### src/rtl/pa_bus_pkg.sv
package pa_bus_pkg;

    typedef enum logic [2:0] {
        ST_IDLE,
        ST_REQUEST,
        ST_GRANTED,
        ST_ENABLE,
        ST_STROBE,
        ST_GAP,
        ST_HOLD,
        ST_RELEASE
    } bus_state_e;

endpackage

### src/rtl/pa_gnt_sync.sv
module pa_gnt_sync #(
    parameter int STAGES = 2
) (
    input  logic clk_i,
    input  logic rst_ni,
    input  logic async_i,
    output logic sync_o
);

    logic [STAGES-1:0] stg_q;

    generate
        if (STAGES == 1) begin : g_single
            always_ff @(posedge clk_i) begin
                if (!rst_ni) stg_q <= '0;
                else         stg_q <= async_i;
            end
        end else begin : g_chain
            always_ff @(posedge clk_i) begin
                if (!rst_ni) stg_q <= '0;
                else         stg_q <= {stg_q[STAGES-2:0], async_i};
            end
        end
    endgenerate

    assign sync_o = stg_q[STAGES-1];

endmodule

### src/rtl/pa_beat_cnt.sv
module pa_beat_cnt #(
    parameter int BEAT_W = 5
) (
    input  logic              clk_i,
    input  logic              rst_ni,
    input  logic              load_i,
    input  logic [BEAT_W-1:0] load_val_i,
    input  logic              dec_i,
    output logic              last_o
);

    logic [BEAT_W-1:0] cnt_q;

    always_ff @(posedge clk_i) begin
        if (!rst_ni)     cnt_q <= '0;
        else if (load_i) cnt_q <= load_val_i;
        else if (dec_i)  cnt_q <= cnt_q - 1'b1;
    end

    assign last_o = (cnt_q == '0);

    AST_NO_UNDERFLOW: assert property (@(posedge clk_i) disable iff (!rst_ni)
        dec_i |-> !last_o);
    AST_LOAD_DEC_EXCL: assert property (@(posedge clk_i) disable iff (!rst_ni)
        !(load_i && dec_i));

endmodule

### src/rtl/pa_bus_fsm.sv
module pa_bus_fsm
    import pa_bus_pkg::*;
(
    input  logic clk_i,
    input  logic rst_ni,
    input  logic acc_req_i,
    input  logic acc_lock_i,
    input  logic gnt_sync_i,
    input  logic last_i,
    output logic load_o,
    output logic dec_o,
    output logic acc_done_o,
    output logic ext_req_o,
    output logic drv_en_o,
    output logic strobe_o
);

    bus_state_e state_q, state_d;
    logic       lock_q;

    // state register and lock latch
    always_ff @(posedge clk_i) begin
        if (!rst_ni) begin
            state_q <= ST_IDLE;
            lock_q  <= 1'b0;
        end else begin
            state_q <= state_d;
            if (load_o) lock_q <= acc_lock_i;
        end
    end

    // next state
    always_comb begin
        state_d = state_q;
        load_o  = 1'b0;
        dec_o   = 1'b0;
        unique case (state_q)
            ST_IDLE: begin
                if (acc_req_i && !gnt_sync_i) begin
                    state_d = ST_REQUEST;
                    load_o  = 1'b1;
                end
            end
            ST_REQUEST: begin
                if (gnt_sync_i) state_d = ST_GRANTED;
            end
            ST_GRANTED: begin
                state_d = gnt_sync_i ? ST_ENABLE : ST_REQUEST;
            end
            ST_ENABLE: begin
                state_d = ST_STROBE;
            end
            ST_STROBE: begin
                if (!last_i) begin
                    state_d = ST_GAP;
                    dec_o   = 1'b1;
                end else begin
                    state_d = lock_q ? ST_HOLD : ST_RELEASE;
                end
            end
            ST_GAP: begin
                state_d = ST_STROBE;
            end
            ST_HOLD: begin
                if (acc_req_i) begin
                    state_d = ST_STROBE;
                    load_o  = 1'b1;
                end
            end
            ST_RELEASE: begin
                state_d = ST_IDLE;
            end
            default: state_d = ST_IDLE;
        endcase
    end

    // outputs
    always_comb begin
        ext_req_o  = 1'b0;
        drv_en_o   = 1'b0;
        strobe_o   = 1'b0;
        acc_done_o = 1'b0;
        unique case (state_q)
            ST_IDLE: ;
            ST_REQUEST, ST_GRANTED: ext_req_o = 1'b1;
            ST_ENABLE, ST_GAP, ST_HOLD: begin
                ext_req_o = 1'b1;
                drv_en_o  = 1'b1;
            end
            ST_STROBE: begin
                ext_req_o  = 1'b1;
                drv_en_o   = 1'b1;
                strobe_o   = 1'b1;
                acc_done_o = last_i;
            end
            ST_RELEASE: drv_en_o = 1'b1;
            default: ;
        endcase
    end

    AST_NO_STALE_START: assert property (@(posedge clk_i) disable iff (!rst_ni)
        $rose(ext_req_o) |-> !$past(gnt_sync_i));
    AST_DRIVE_AFTER_GRANT: assert property (@(posedge clk_i) disable iff (!rst_ni)
        $rose(drv_en_o) |-> $past(gnt_sync_i) && $past(gnt_sync_i, 2));
    AST_FIRST_DRIVE_QUIET: assert property (@(posedge clk_i) disable iff (!rst_ni)
        $rose(drv_en_o) |-> !strobe_o);
    AST_QUIET_BEFORE_RELEASE: assert property (@(posedge clk_i) disable iff (!rst_ni)
        $fell(drv_en_o) |-> !$past(strobe_o) && !ext_req_o);
    AST_REQ_DROP_AFTER_DONE: assert property (@(posedge clk_i) disable iff (!rst_ni)
        acc_done_o && !lock_q |=> !ext_req_o && drv_en_o);
    AST_LOCK_KEEPS_BUS: assert property (@(posedge clk_i) disable iff (!rst_ni)
        acc_done_o && lock_q |=> ext_req_o && drv_en_o && !strobe_o);
    AST_REQ_FALL_AFTER_DONE: assert property (@(posedge clk_i) disable iff (!rst_ni)
        $fell(ext_req_o) |-> $past(acc_done_o));
    AST_DONE_SINGLE: assert property (@(posedge clk_i) disable iff (!rst_ni)
        acc_done_o |=> !acc_done_o);

endmodule

### src/rtl/pa_bus_requester.sv
module pa_bus_requester #(
    parameter int BEAT_W      = 5,
    parameter int SYNC_STAGES = 2
) (
    input  logic              clk_i,
    input  logic              rst_ni,
    input  logic              acc_req_i,
    input  logic [BEAT_W-1:0] acc_beats_i,
    input  logic              acc_lock_i,
    output logic              acc_done_o,
    output logic              ext_req_o,
    input  logic              ext_gnt_i,
    output logic              drv_en_o,
    output logic              strobe_o
);

    logic gnt_sync;
    logic cnt_load;
    logic cnt_dec;
    logic cnt_last;

    pa_gnt_sync #(
        .STAGES (SYNC_STAGES)
    ) u_sync (
        .clk_i   (clk_i),
        .rst_ni  (rst_ni),
        .async_i (ext_gnt_i),
        .sync_o  (gnt_sync)
    );

    pa_beat_cnt #(
        .BEAT_W (BEAT_W)
    ) u_cnt (
        .clk_i      (clk_i),
        .rst_ni     (rst_ni),
        .load_i     (cnt_load),
        .load_val_i (acc_beats_i),
        .dec_i      (cnt_dec),
        .last_o     (cnt_last)
    );

    pa_bus_fsm u_fsm (
        .clk_i      (clk_i),
        .rst_ni     (rst_ni),
        .acc_req_i  (acc_req_i),
        .acc_lock_i (acc_lock_i),
        .gnt_sync_i (gnt_sync),
        .last_i     (cnt_last),
        .load_o     (cnt_load),
        .dec_o      (cnt_dec),
        .acc_done_o (acc_done_o),
        .ext_req_o  (ext_req_o),
        .drv_en_o   (drv_en_o),
        .strobe_o   (strobe_o)
    );

    AST_STROBE_DRIVEN: assert property (@(posedge clk_i) disable iff (!rst_ni)
        strobe_o |-> drv_en_o && ext_req_o);

endmodule

### config.mk
export PLATFORM = sky130hd
export DESIGN_NAME = pa_bus_requester
export DESIGN_NICKNAME = d
export VERILOG_FILES = /design/src/rtl/pa_bus_pkg.sv /design/src/rtl/pa_gnt_sync.sv /design/src/rtl/pa_beat_cnt.sv /design/src/rtl/pa_bus_fsm.sv /design/src/rtl/pa_bus_requester.sv
export SDC_FILE = /design/constraint.sdc
export NUM_CORES = 1
export LEC_CHECK = 0
export BUFFER_PORTS_ARGS = -buffer_cell sky130_fd_sc_hd__buf_2
export CORE_AREA = 5 5 42 44
export DETAILED_ROUTE_END_ITERATION = 12
export DIE_AREA = 0 0 47 49
export HOLD_SLACK_MARGIN = 0.05
export PLACE_DENSITY_LB_ADDON = 0.1
export RECOVER_POWER = 25
export SETUP_SLACK_MARGIN = 0.4
export SYNTH_ARGS = -nofsm -noshare
export SYNTH_HDL_FRONTEND = slang
export SYNTH_SLANG_ARGS = --single-unit
### constraint.sdc
create_clock -name clk_i -period 2.3 [get_ports clk_i]
set_input_delay 0.23 -clock clk_i [delete_from_list [all_inputs] [get_ports clk_i]]
set_output_delay 0.23 -clock clk_i [all_outputs]
set_load 0.01 [all_outputs]
# Word level (Yosys, flattened, before mapping)
# Cells that the tools add are included.
[word_totals]
register_bits = 11
out_inout_bits = 4
[classes]
addsub = 1
eq_ne = 10
n_mux = 18
n_reduce_logical = 9
[ops]
columns = ["op", "n"]
rows = [
  ["3-bit one-hot mux with 7 select lines", 1],
  ["3-bit equality test (second input constant)", 4],
  ["3-bit 2-to-1 mux", 4],
  ["5-bit 2-to-1 mux", 2],
  ["1-bit 2-to-1 mux", 9],
  ["3-bit by 2-bit equality test with 1-bit output (second input constant)", 2],
  ["6-bit OR reduction", 1],
  ["5-bit logical NOT", 1],
  ["5-bit OR reduction", 1],
  ["5-bit by 1-bit subtractor with 5-bit output (second input constant)", 1],
  ["2-bit != test (second input constant)", 2],
  ["3-bit by 1-bit equality test with 1-bit output (second input constant)", 1],
  ["3-bit logical NOT", 1],
  ["3-bit AND reduction", 1],
  ["2-bit 2-to-1 mux", 1],
  ["2-bit by 1-bit != test with 1-bit output (second input constant)", 1],
  ["1-bit one-hot mux with 2 select lines", 1],
  ["2-bit nonzero test", 1],
  ["2-bit OR reduction", 1],
  ["1-bit logical AND", 1],
  ["1-bit logical NOT", 1],
]

# Depth between registers and ports, before layout
# Gate-level depths: netlist of run 1.
[logic_depth]
ltp_word = 5
mapped_depth = 6
depth_no_buf = 6

# Hierarchy
# From an unflattened synthesis of run 1, not the netlist that was laid out.
[hier_totals]
cells_unflattened = 75
hier_area_um2 = 635.6
[by_module_without_submodules]
columns = ["mod", "instances", "cells_per_inst", "area_per_inst_um2"]
rows = [
  ["pa_bus_fsm", 1, 41, 321.6],
  ["pa_beat_cnt", 1, 30, 261.5],
  ["pa_gnt_sync", 1, 4, 52.6],
]

# Least setup slack after synthesis of run 1
# OpenSTA, ideal clock, no wires.
[synth_timing]
path_type = "register to register"
start = "reg u_fsm.state_q[2]"
end = "reg u_cnt.cnt_q[1]"
setup_ns = 0.116
arrival_ns = 1.656
slack_ns = 0.528
path_stages_with_launch = 7
path_cell_list = "dfxtp_1 buf_6 or3_4 a211o_1 buf_6 mux2_4 o211a_1"
[synth_via]
elab_chain_cells = 3
elab_cells_between_ends = 7
cone_classes = "eq/ne: 2; mux: 3; reduce/logical: 2"
[synth_lines]
columns = ["element", "line_no", "source"]
rows = [
  ["start, declared", "pa_bus_fsm.sv:18", "bus_state_e state_q, state_d;"],
  ["start signal, assigned", "pa_bus_fsm.sv:27", "state_q <= state_d;"],
  ["3-bit equality test / 3-bit logical NOT (equally long branches)", "pa_bus_fsm.sv:37", "unique case (state_q)"],
  ["1-bit one-hot mux with 2 select lines / 1-bit 2-to-1 mux (equally long branches)", "pa_bus_fsm.sv:37", ""],
  ["5-bit 2-to-1 mux / 2-bit nonzero test (equally long branches)", "n/a", ""],
  ["end signal, assigned", "pa_beat_cnt.sv:16", "else if (load_i) cnt_q <= load_val_i;"],
  ["end signal, assigned", "pa_beat_cnt.sv:17", "else if (dec_i) cnt_q <= cnt_q - 1'b1;"],
  ["end, declared", "pa_beat_cnt.sv:12", "logic [BEAT_W-1:0] cnt_q;"],
]
# Several ways; a longest one is shown, not always the timed one.
# A chain may end at the register's enable or synchronous reset.

# Worst setup path after layout of run 1
# Same ends and word-level chain as after synthesis.

==> results of run 1 <==
[logic make-up (layout without fill, tap and decap cells)]
| group | Yosys count | in the layout | synth area share |
|---|---|---|---|
| simple gates | 25 | 25 | 0.233 |
| compound gates | 20 | 20 | 0.209 |
| flops | 11 | 11 | 0.360 |
| buf+inv | 11 | 25 | 0.0941 |
| xor+xnor | 3 | 3 | 0.0430 |
| mux | 2 | 2 | 0.0409 |
| fa+ha+maj | 1 | 1 | 0.0204 |
[power groups by stage]
stage	Combinational, mW	Sequential, mW	Clock, mW
2_1_floorplan	0.0601	0.218	0
3_3_place_gp	0.0738	0.222	0
3_5_place_dp	0.0742	0.222	0
4_1_cts	0.0807	0.218	0.140
5_1_grt	0.0934	0.222	0.149
6_report	0.0818	0.220	0.132
[synthesized netlist by cell type (all sizes together)]
master	n
a31oi	2
or4b	1
nand2b	2
inv	7
mux2i	1
o21a	2
nor3	2
a21oi	8
a211o	1
nor2b	1
o21ai	3
nor4b	1
o311a	1
dfxtp	11
nor2	5
mux2	1
xnor2	2
xor2	1
or3b	1
clkbuf	1
buf	3
nand4	1
nand2	4
and3	1
and2	3
o41ai	1
o211a	1
nand3	2
or3	1
ha	1
o21bai	1
[worst min-delay path by stage]
stage                                from         endpoint  slack (ps)  cells after the start
after global routing            ext_gnt_i  u_sync.stg_q[0]         190                      2
final                           ext_gnt_i  u_sync.stg_q[0]         170                      2
after CTS                       ext_gnt_i  u_sync.stg_q[0]         160                      2
after floorplan                 ext_gnt_i  u_sync.stg_q[0]         360                      1
after global placement    u_sync.stg_q[0]  u_sync.stg_q[1]         420                      1
after detailed placement  u_sync.stg_q[0]  u_sync.stg_q[1]         420                      1
[worst register-to-register path, stage by stage (launching register included)]
cell	delay, ps
sky130_fd_sc_hd__dfxtp_1	390
sky130_fd_sc_hd__or3_4	410
sky130_fd_sc_hd__a211o_2	400
sky130_fd_sc_hd__mux2_4	320
sky130_fd_sc_hd__o211a_1	200
[per-stage QoR]
step	total power, mW	instance area, µm²	setup WS (ps)	utilization	cells
2_1_floorplan	0.278	612	528	-	73
3_3_place_gp	0.296	666	489	0.475	98
3_5_place_dp	0.297	666	457	0.475	98
4_1_cts	0.439	707	443	0.504	103
5_1_grt	0.464	713	416	0.509	103
6_report	0.433	713	483	0.509	103
[per-layer routing]
| layer | GRT usage | wire length [µm] |
|---|---|---|
| met1 | 0.165 | 598 |
| met3 | 0.0295 | 54 |
| met5 | 0 | 0 |
| met2 | 0.147 | 518 |
| met4 | 0.0691 | 17 |
[registers in the layout (all words and copies together) (netlist names)]
| register | flops |
|---|---|
| u_fsm.state_q | 3 |
| u_cnt.cnt_q | 5 |
| u_fsm.lock_q | 1 |
| u_sync.stg_q | 2 |
[what timing repair did]
item / CTS / global route
hold endpoints to repair: 0 / 0
pin swaps: 2 / 0
gates resized for setup: 3 / 2
setup buffers: 1 / 0
endpoints found under the setup margin: 1 / 3
gates cloned: 0 / 0
[cell type report]
cell class,count,area [µm²],share of cell area
clock buffers,4,26.3,0.0368
flip-flops and latches,11,221,0.311
well taps,16,20.0,0.0281
multi-input cells,51,348,0.488
repair buffers,14,71.3,0.100
inverters,7,26.3,0.0368
==> results.py, run 1 <==
metrics = {
    "floorplan": {
        "boundaryPins": 14,
        "floorplan.core_area_mm2": 0.00140,
        "effective_utilization_at_floorplan": 0.437,
        "die-area_mm2": 0.00230,
        "dieHeight_um": 49,
        "fp.dieW_um": 47,
        "rows": 14,
    },
    "yosys": {
        "synthesis.instances": 73,
        "ys.warnings.count": 0,
        "synthDominantAreaCellType": "sky130_fd_sc_hd__dfxtp_1",
        "ys_ff_latch": 11,
        "post_synth.cell_area_avg_um2": 8.38,
        "synth_top_area_share": 0.360,
        "yosys-top-cells-area": "sky130_fd_sc_hd__dfxtp_1, sky130_fd_sc_hd__a21oi_1, sky130_fd_sc_hd__inv_1, sky130_fd_sc_hd__buf_6, sky130_fd_sc_hd__and2_1",
        "synth.lib_cells_used.distinct": 32,
        "syn-cell-area_um2": 612,
        "synth.net_count": 84,
        "seq_area_frac_synth": 0.360,
    },
    "worst_setup_path": {
        "timing.setup.critical_path_class": "flip-flop to flip-flop",
        "worst_r2r_startpoint": "u_fsm.state_q[2]",
        "worst-path-stages": 4,
        "timing.critical_path.cells": "or3_4, a211o_2, mux2_4, o211a_1",
        "worst-endpoint-required_ps": 2460,
        "critical_path.max_stage_delay_ps": 410,
        "critPathSlowestCell": "sky130_fd_sc_hd__or3_4",
        "worst_setup_path_start_kind": "flip-flop",
        "data_arrival_critical_path_ps": 1980,
        "path_delay_family": "compound AO/OA/AOI/OAI gates",
        "reg2reg_slack_ps": 480,
        "crit_path_end_kind": "flip-flop",
        "worstPathBufferInverterCount": 0,
        "worst_setup_path_endpoint": "u_cnt.cnt_q[1]",
        "reg_to_reg_endpoint": "u_cnt.cnt_q[1]",
        "worst_r2r_path_depth": 4,
        "crit_path_max_fanout": 10,
        "worstSetupStartpoint": "u_fsm.state_q[2]",
    },
    "placement": {
        "io_buffer_count": 13,
        "globalplace.congestion": 0.820,
        "hpwl_um": 866,
    },
    "power": {
        "intPower_mw": 0.317,
        "irDropWorstVdd_v": 0.000312,
        "power_switching_mw": 0.116,
        "switching_part_of_the_total_power": 0.268,
        "power.static_leakage_nw": 0.327,
        "power.density_cell_area_mw_per_mm2": 607,
        "power.combinational.fraction": 0.189,
        "clockPowerShare": 0.304,
        "share_seq_of_total_power": 0.507,
    },
    "status": {
        "status": "complete, no violations",
    },
    "cells_and_area": {
        "most_common_library_cell_in_the_layout_ignoring_fill_and_taps": "sky130_fd_sc_hd__buf_2",
        "drive_above_1_share": 0.276,
        "area_growth_from_synthesis_to_final_layout_pct": 16.6,
        "num-fill-cells": 150,
        "num-nets-final": 99,
        "antenna_cells_inserted": 0,
        "most_frequent_cells_in_the_layout": "sky130_fd_sc_hd__buf_2, sky130_fd_sc_hd__dfxtp_1, sky130_fd_sc_hd__a21oi_1",
    },
    "routing": {
        "detail_route.vias_per_cell": 5.14,
        "detailedRoute.firstPassIterationCount": 4,
        "routedWlPerCell_um": 11.5,
        "drcViolationCount": 0,
        "route.final.wire_length_um": 1190,
        "route.antenna.remaining_nets": 0,
        "initialDrtViolationCount": 15,
        "routed-via-count": 529,
    },
    "global_routing": {
        "grt_start_max_net_pins": 15,
        "grt_overflow_total": 0,
        "antenna_found_initial": 0,
        "first_pass_grt_wire_length_um": 1920,
        "grt_pass1_vias": 449,
        "total_global_routing_track_utilization": 0.115,
    },
    "clocking": {
        "worst_setup_hold_path_clk_slew_ps": 70,
        "clock_sinks": 11,
        "buffer_depth_of_the_longest_clock_path": 2,
        "tritoncts": "yes",
        "cts_max_level": 1,
        "cts_buffers": 3,
        "clk_latency_ps": 270,
        "cts_hold_buffers": 0,
        "clock-root-buffer": "sky130_fd_sc_hd__clkbuf_4",
    },
    "timing": {
        "worstMarginPinSlew_ps": 516,
        "worst_slew_margin": 0.656,
        "setup-tns-final_ps": 0,
        "max_freq_mhz": 550,
        "grt_setup_unrepaired": "no",
        "setup_violations": 0,
        "min_period_over_period": 0.790,
        "fin_crit_ps": 1820,
        "timing.hold.ws_ps": 172,
        "clock_skew_ps": 4.30,
        "drv_slew": 0,
        "finalHoldViolations": 0,
    },
    "hold_path": {
        "hold_path.class": "input pin to flip-flop",
    },
    "flow_run": {
        "max_cap_viol_count": 0,
    },
}
No activity file was read; power rests on OpenSTA's default activity.
==> run 2, diff against run 1 <==
--- a/config.mk
+++ b/config.mk
@@ -6,9 +6,9 @@
 export NUM_CORES = 1
 export LEC_CHECK = 0
 export BUFFER_PORTS_ARGS = -buffer_cell sky130_fd_sc_hd__buf_2
-export CORE_AREA = 5 5 42 44
+export CORE_AREA = 5 5 43 45
 export DETAILED_ROUTE_END_ITERATION = 12
-export DIE_AREA = 0 0 47 49
+export DIE_AREA = 0 0 48 50
 export HOLD_SLACK_MARGIN = 0.05
 export PLACE_DENSITY_LB_ADDON = 0.1
 export RECOVER_POWER = 25
==> constraint.sdc (replaced) <==
create_clock -name clk_i -period 1.6 [get_ports clk_i]
set_input_delay 0.16 -clock clk_i [delete_from_list [all_inputs] [get_ports clk_i]]
set_output_delay 0.16 -clock clk_i [all_outputs]
set_load 0.01 [all_outputs]
==> run 2 against run 1 <==
  * Setup slack got worse by 510 ps
  * Critical path type is now flip-flop to output pin
  * Count of clock-buffer cells in the layout unchanged
  * Wire length up 40%
  * The flow now finishes with violations (setup timing)
  * First-iteration DRC count shrank 100%
  * Sequential cell count stayed put
  * Utilization rose by 17 points
  * Total power grew 66%
  * Non-clock buffer count up 16
  * Die area rose by 4.2%
  * Via count grew 17%
  * Critical path depth rose by 1
==> results.py, run 2 (synthesis gave the netlist of run 1 again) <==
metrics = {
    "routing": {
        "detail_route.vias_per_cell": 5.22,
        "detailedRoute.firstPassIterationCount": 1,
        "initialDrtViolationCount": 0,
        "drcViolationCount": 0,
        "route.final.wire_length_um": 1670,
        "route.antenna.remaining_nets": 0,
        "routed-via-count": 621,
        "routedWlPerCell_um": 14.0,
    },
    "worst_setup_path": {
        "worst_setup_path_start_kind": "flip-flop",
        "crit_path_max_fanout": 2,
        "worst-endpoint-required_ps": 1440,
        "crit_path_end_kind": "output pin",
        "timing.setup.critical_path_class": "flip-flop to output pin",
        "data_arrival_critical_path_ps": 1460,
    },
    "floorplan": {
        "dieHeight_um": 50,
        "fp.dieW_um": 48,
        "die-area_mm2": 0.00240,
        "boundaryPins": 14,
        "rows": 14,
        "floorplan.core_area_mm2": 0.00144,
        "effective_utilization_at_floorplan": 0.426,
    },
    "global_routing": {
        "total_global_routing_track_utilization": 0.143,
        "grt_overflow_total": 0,
        "first_pass_grt_wire_length_um": 2410,
        "antenna_found_initial": 0,
        "grt_start_max_net_pins": 15,
        "grt_pass1_vias": 568,
    },
    "power": {
        "power.density_cell_area_mw_per_mm2": 743,
        "power.static_leakage_nw": 0.447,
        "irDropWorstVdd_v": 0.000592,
    },
    "clocking": {
        "buffer_depth_of_the_longest_clock_path": 2,
        "tritoncts": "yes",
        "cts_buffers": 3,
        "cts_max_level": 1,
        "clk_latency_ps": 270,
        "clock_sinks": 11,
        "clock-root-buffer": "sky130_fd_sc_hd__clkbuf_4",
        "cts_hold_buffers": 0,
        "worst_setup_hold_path_clk_slew_ps": 70,
    },
    "timing": {
        "drv_slew": 0,
        "fin_crit_ps": 1620,
        "min_period_over_period": 1.01,
        "worst_slew_margin": 0.616,
        "setup_violations": 2,
        "clock_skew_ps": 6.82,
        "setup_slack_ps": -21.8,
        "worstMarginPinSlew_ps": 577,
        "grt_setup_unrepaired": "yes",
        "finalHoldViolations": 0,
        "max_freq_mhz": 617,
    },
    "cells_and_area": {
        "antenna_cells_inserted": 0,
        "drive_above_1_share": 0.553,
        "max_flop_register": "u_cnt.cnt_q",
        "most_frequent_cells_in_the_layout": "sky130_fd_sc_hd__buf_2, sky130_fd_sc_hd__buf_4, sky130_fd_sc_hd__buf_6",
        "largest_reg_flops": 5,
        "num-nets-final": 115,
        "biggest_registers_after_layout": "u_cnt.cnt_q x5, u_fsm.state_q x3, u_sync.stg_q x2",
        "area_growth_from_synthesis_to_final_layout_pct": 58.3,
        "finalInstanceArea_um2": 968,
    },
    "status": {
        "failed_checks": "setup timing",
        "status": "finished, violations left",
    },
    "hold_path": {
        "hold_path.class": "input pin to flip-flop",
    },
    "placement": {
        "postPlaceCellArea_um2": 739,
        "hpwl_um": 1090,
        "io_buffer_count": 13,
        "globalplace.congestion": 0.752,
        "place_ws_ps": 7.91,
    },
    "flow_run": {
        "max_cap_viol_count": 0,
    },
}
## run 2: worst max-delay path, stage by stage (launching register included)
cell	delay, ps
sky130_fd_sc_hd__dfxtp_2	330
sky130_fd_sc_hd__inv_2	60
sky130_fd_sc_hd__ha_4	130
sky130_fd_sc_hd__or4b_4	480
sky130_fd_sc_hd__nor2_4	90
sky130_fd_sc_hd__buf_6	100
## run 2: report_power, final
group	leakage [nW]	switching [mW]	total (mW)	internal [mW]
combinational	0.339	0.0879	0.209	0.121
clock	0.0150	0.0966	0.193	0.0966
sequential	0.0926	0.0231	0.318	0.295
## run 2: final cells by class
type / instances / area, µm²
inverters: 7 / 28.8
repair buffers: 30 / 230
clock buffers: 4 / 26.3
flip-flops and latches: 11 / 226
well taps: 16 / 20.0
multi-input cells: 51 / 437
fillers: 132 / 468
## run 2: path summary, 6_finish.rpt
check / slack (ps) / from / to / cells after the start
max: -20 / u_cnt.cnt_q[1] / acc_done_o / 5
min: 100 / ext_gnt_i / u_sync.stg_q[0] / 2
max reg2reg: -20 / u_fsm.state_q[2] / u_cnt.cnt_q[1] / 4
min reg2reg: 430 / u_sync.stg_q[0] / u_sync.stg_q[1] / 1
## run 2: per-stage QoR
| step | util | setup TNS (ps) | power (mW) | hold slack (ps) | std cells |
|---|---|---|---|---|---|
| floorplan | - | -172 | 0.422 | 287 | 73 |
| global placement | 0.515 | 0 | 0.460 | 367 | 103 |
| detailed placement | 0.515 | 0 | 0.466 | 375 | 103 |
| CTS | 0.590 | -54.3 | 0.695 | 97.9 | 112 |
| global route | 0.674 | -228 | 0.767 | 102 | 119 |
| finish | 0.674 | -41.1 | 0.720 | 97.0 | 119 |
## run 2: routing by layer
| metal | global-route usage | share of wire | up-vias |
|---|---|---|---|
| li1 | - | - | 316 |
| met1 | 0.192 | 0.46 | 291 |
| met2 | 0.207 | 0.49 | 12 |
| met3 | 0.0436 | 0.050 | 2 |
| met4 | 0.0538 | 0.0048 | 0 |
| met5 | 0 | 0 | - |
## run 2: repair_timing
item / 4_1_cts / 5_1_grt
pin swaps: 5 / 7
setup endpoints to repair: 12 / 12
setup buffers: 5 / 7
resized for setup: 14 / 16
hold endpoints to repair: 0 / 0
==> run 3, diff against run 2 <==
==> constraint.sdc (replaced) <==
create_clock -name clk_i -period 1.6 [get_ports clk_i]
set_input_delay 0.32 -clock clk_i [delete_from_list [all_inputs] [get_ports clk_i]]
set_output_delay 0.32 -clock clk_i [all_outputs]
set_load 0.01 [all_outputs]
==> run 3 against run 2 <==
  * The run still ends with setup timing left
  * Count of clock-buffer cells in the layout is the same
  * Total power grew 8.2%
  * Wire length grew 17%
  * Sequential share of layout area shrank 2.9 points
  * Critical path depth is the same
  * Register-to-register slack lost 20 ps
  * Highest routed layer unchanged
==> results.py, run 3 (synthesis gave the netlist of run 1 again) <==
metrics = {
    "status": {
        "status": "finished, violations left",
        "failed_checks": "setup timing",
    },
    "placement": {
        "hpwl_um": 1010,
        "place.detailed.instances": 107,
        "place_ws_ps": 7.77,
        "io_buffer_count": 13,
        "postPlaceCellArea_um2": 767,
        "globalplace.congestion": 0.757,
    },
    "worst_setup_path": {
        "critPathSlowestCell": "sky130_fd_sc_hd__or4b_4",
        "worst_setup_path_start_kind": "flip-flop",
        "crit_path_end_kind": "output pin",
        "critical_path.max_stage_delay_ps": 470,
        "crit_path_max_fanout": 2,
        "worst-endpoint-required_ps": 1280,
        "timing.setup.critical_path_class": "flip-flop to output pin",
        "data_arrival_critical_path_ps": 1470,
        "timing.critical_path.cells": "inv_2, ha_4, or4b_4, nor2_4, buf_6",
    },
    "cells_and_area": {
        "most_frequent_cells_in_the_layout": "sky130_fd_sc_hd__buf_4, sky130_fd_sc_hd__buf_6, sky130_fd_sc_hd__buf_2",
        "num-nets-final": 128,
        "finalInstanceArea_mm2": 0.00110,
        "layout.cells.non_filler": 132,
        "area_growth_from_synthesis_to_final_layout_pct": 80.0,
        "most_common_library_cell_in_the_layout_ignoring_fill_and_taps": "sky130_fd_sc_hd__buf_4",
        "drive_above_1_share": 0.621,
        "multi_input_area_um2": 452,
        "layout.core_utilization": 0.767,
        "num-fill-cells": 96,
        "largest_reg_flops": 5,
        "max_flop_register": "u_cnt.cnt_q",
        "seq_area_um2": 225,
        "biggest_registers_after_layout": "u_cnt.cnt_q x5, u_fsm.state_q x3, u_sync.stg_q x2",
        "antenna_cells_inserted": 0,
    },
    "timing": {
        "drv_slew": 0,
        "setup-tns-final_ps": -298,
        "max_freq_mhz": 558,
        "timing.hold.ws_ps": 265,
        "finalHoldViolations": 0,
        "worstMarginPinSlew_ps": 579,
        "min_period_over_period": 1.12,
        "worst_slew_margin": 0.614,
        "grt_setup_unrepaired": "yes",
        "fin_crit_ps": 1790,
        "clock_skew_ps": 16.8,
        "setup_slack_ps": -191,
        "setup_violations": 4,
    },
    "routing": {
        "detail_route.vias_per_cell": 5.38,
        "routed-via-count": 710,
        "drcViolationCount": 0,
        "detailedRoute.firstPassIterationCount": 4,
        "route.final.wire_length_um": 1940,
        "routedWlPerCell_um": 14.7,
        "route.antenna.remaining_nets": 0,
        "initialDrtViolationCount": 17,
    },
    "clocking": {
        "cts_buffers": 3,
        "buffer_depth_of_the_longest_clock_path": 2,
        "clock_sinks": 11,
        "tritoncts": "yes",
        "worst_setup_hold_path_clk_slew_ps": 80,
        "clock-root-buffer": "sky130_fd_sc_hd__clkbuf_4",
        "clk_latency_ps": 280,
        "cts_max_level": 1,
    },
    "global_routing": {
        "first_pass_grt_wire_length_um": 2820,
        "grt_start_max_net_pins": 15,
        "total_global_routing_track_utilization": 0.166,
        "grt_pass1_vias": 643,
        "grt_overflow_total": 0,
        "antenna_found_initial": 0,
    },
    "floorplan": {
        "effective_utilization_at_floorplan": 0.426,
        "boundaryPins": 14,
        "rows": 14,
        "die-area_mm2": 0.00240,
        "floorplan.core_area_mm2": 0.00144,
        "fp.dieW_um": 48,
        "dieHeight_um": 50,
    },
    "power": {
        "design_power_total_mw": 0.779,
        "power.density_cell_area_mw_per_mm2": 707,
        "power.static_leakage_nw": 0.523,
        "irDropWorstVdd_v": 0.000417,
    },
    "flow_run": {
        "max_cap_viol_count": 0,
    },
    "hold_path": {
        "hold_path.class": "input pin to flip-flop",
    },
}
-- run 3: cell count changes in the layout (fill, tap and decap cells not counted), sizes merged --
| cell | previous run | this run |
|---|---|---|
| buf | 29 | 42 |
-- run 3: cell type report --
class,instances,share of cell area
clock buffers,4,0.0239
inverters,7,0.0261
repair buffers,43,0.317
multi-input cells,51,0.410
flip-flops and latches,11,0.205
well taps,16,0.0182
-- run 3: worst max-delay path: cells and delay by family (launching register included) --
family        cells  cell delay (ps)
fa+ha+maj         1              130
simple gates      2              560
flops             1              330
buf+inv           2              160
-- run 3: path summary, 6_finish.rpt --
kind / startpoint / cells past startpoint / slack [ps] / end
setup / recovery: u_cnt.cnt_q[1] / 5 / -190 / acc_done_o
hold / removal: ext_gnt_i / 2 / 270 / u_sync.stg_q[0]
setup reg to reg: u_cnt.cnt_q[1] / 10 / -40 / u_cnt.cnt_q[2]
hold reg to reg: u_sync.stg_q[0] / 1 / 430 / u_sync.stg_q[1]
-- run 3: where the power goes --
part / leakage [nW] / switching (mW) / total, mW / internal, mW
registers: 0.0923 / 0.0134 / 0.308 / 0.294
logic: 0.416 / 0.116 / 0.274 / 0.158
clock network: 0.0150 / 0.101 / 0.197 / 0.0966
total: 0.523 / 0.230 / 0.779 / 0.549
-- run 3: routing by layer --
layer  wire [µm]  GRT usage  share of wire  vias to the layer above
met1         900      0.222           0.46                      343
met3          74     0.0545          0.038                        2
met4          10     0.0538         0.0052                        0
met2         954      0.242           0.49                       24
met5           0          0              0                        -
li1            -          -              -                      341
-- run 3: timing repair --
item | CTS | global route
gates resized for setup | 27 | 12
setup endpoints to repair | 12 | 12
hold buffers | 0 | 0
pin swaps | 7 | 12
cloned | 0 | 1
setup buffers | 15 | 5
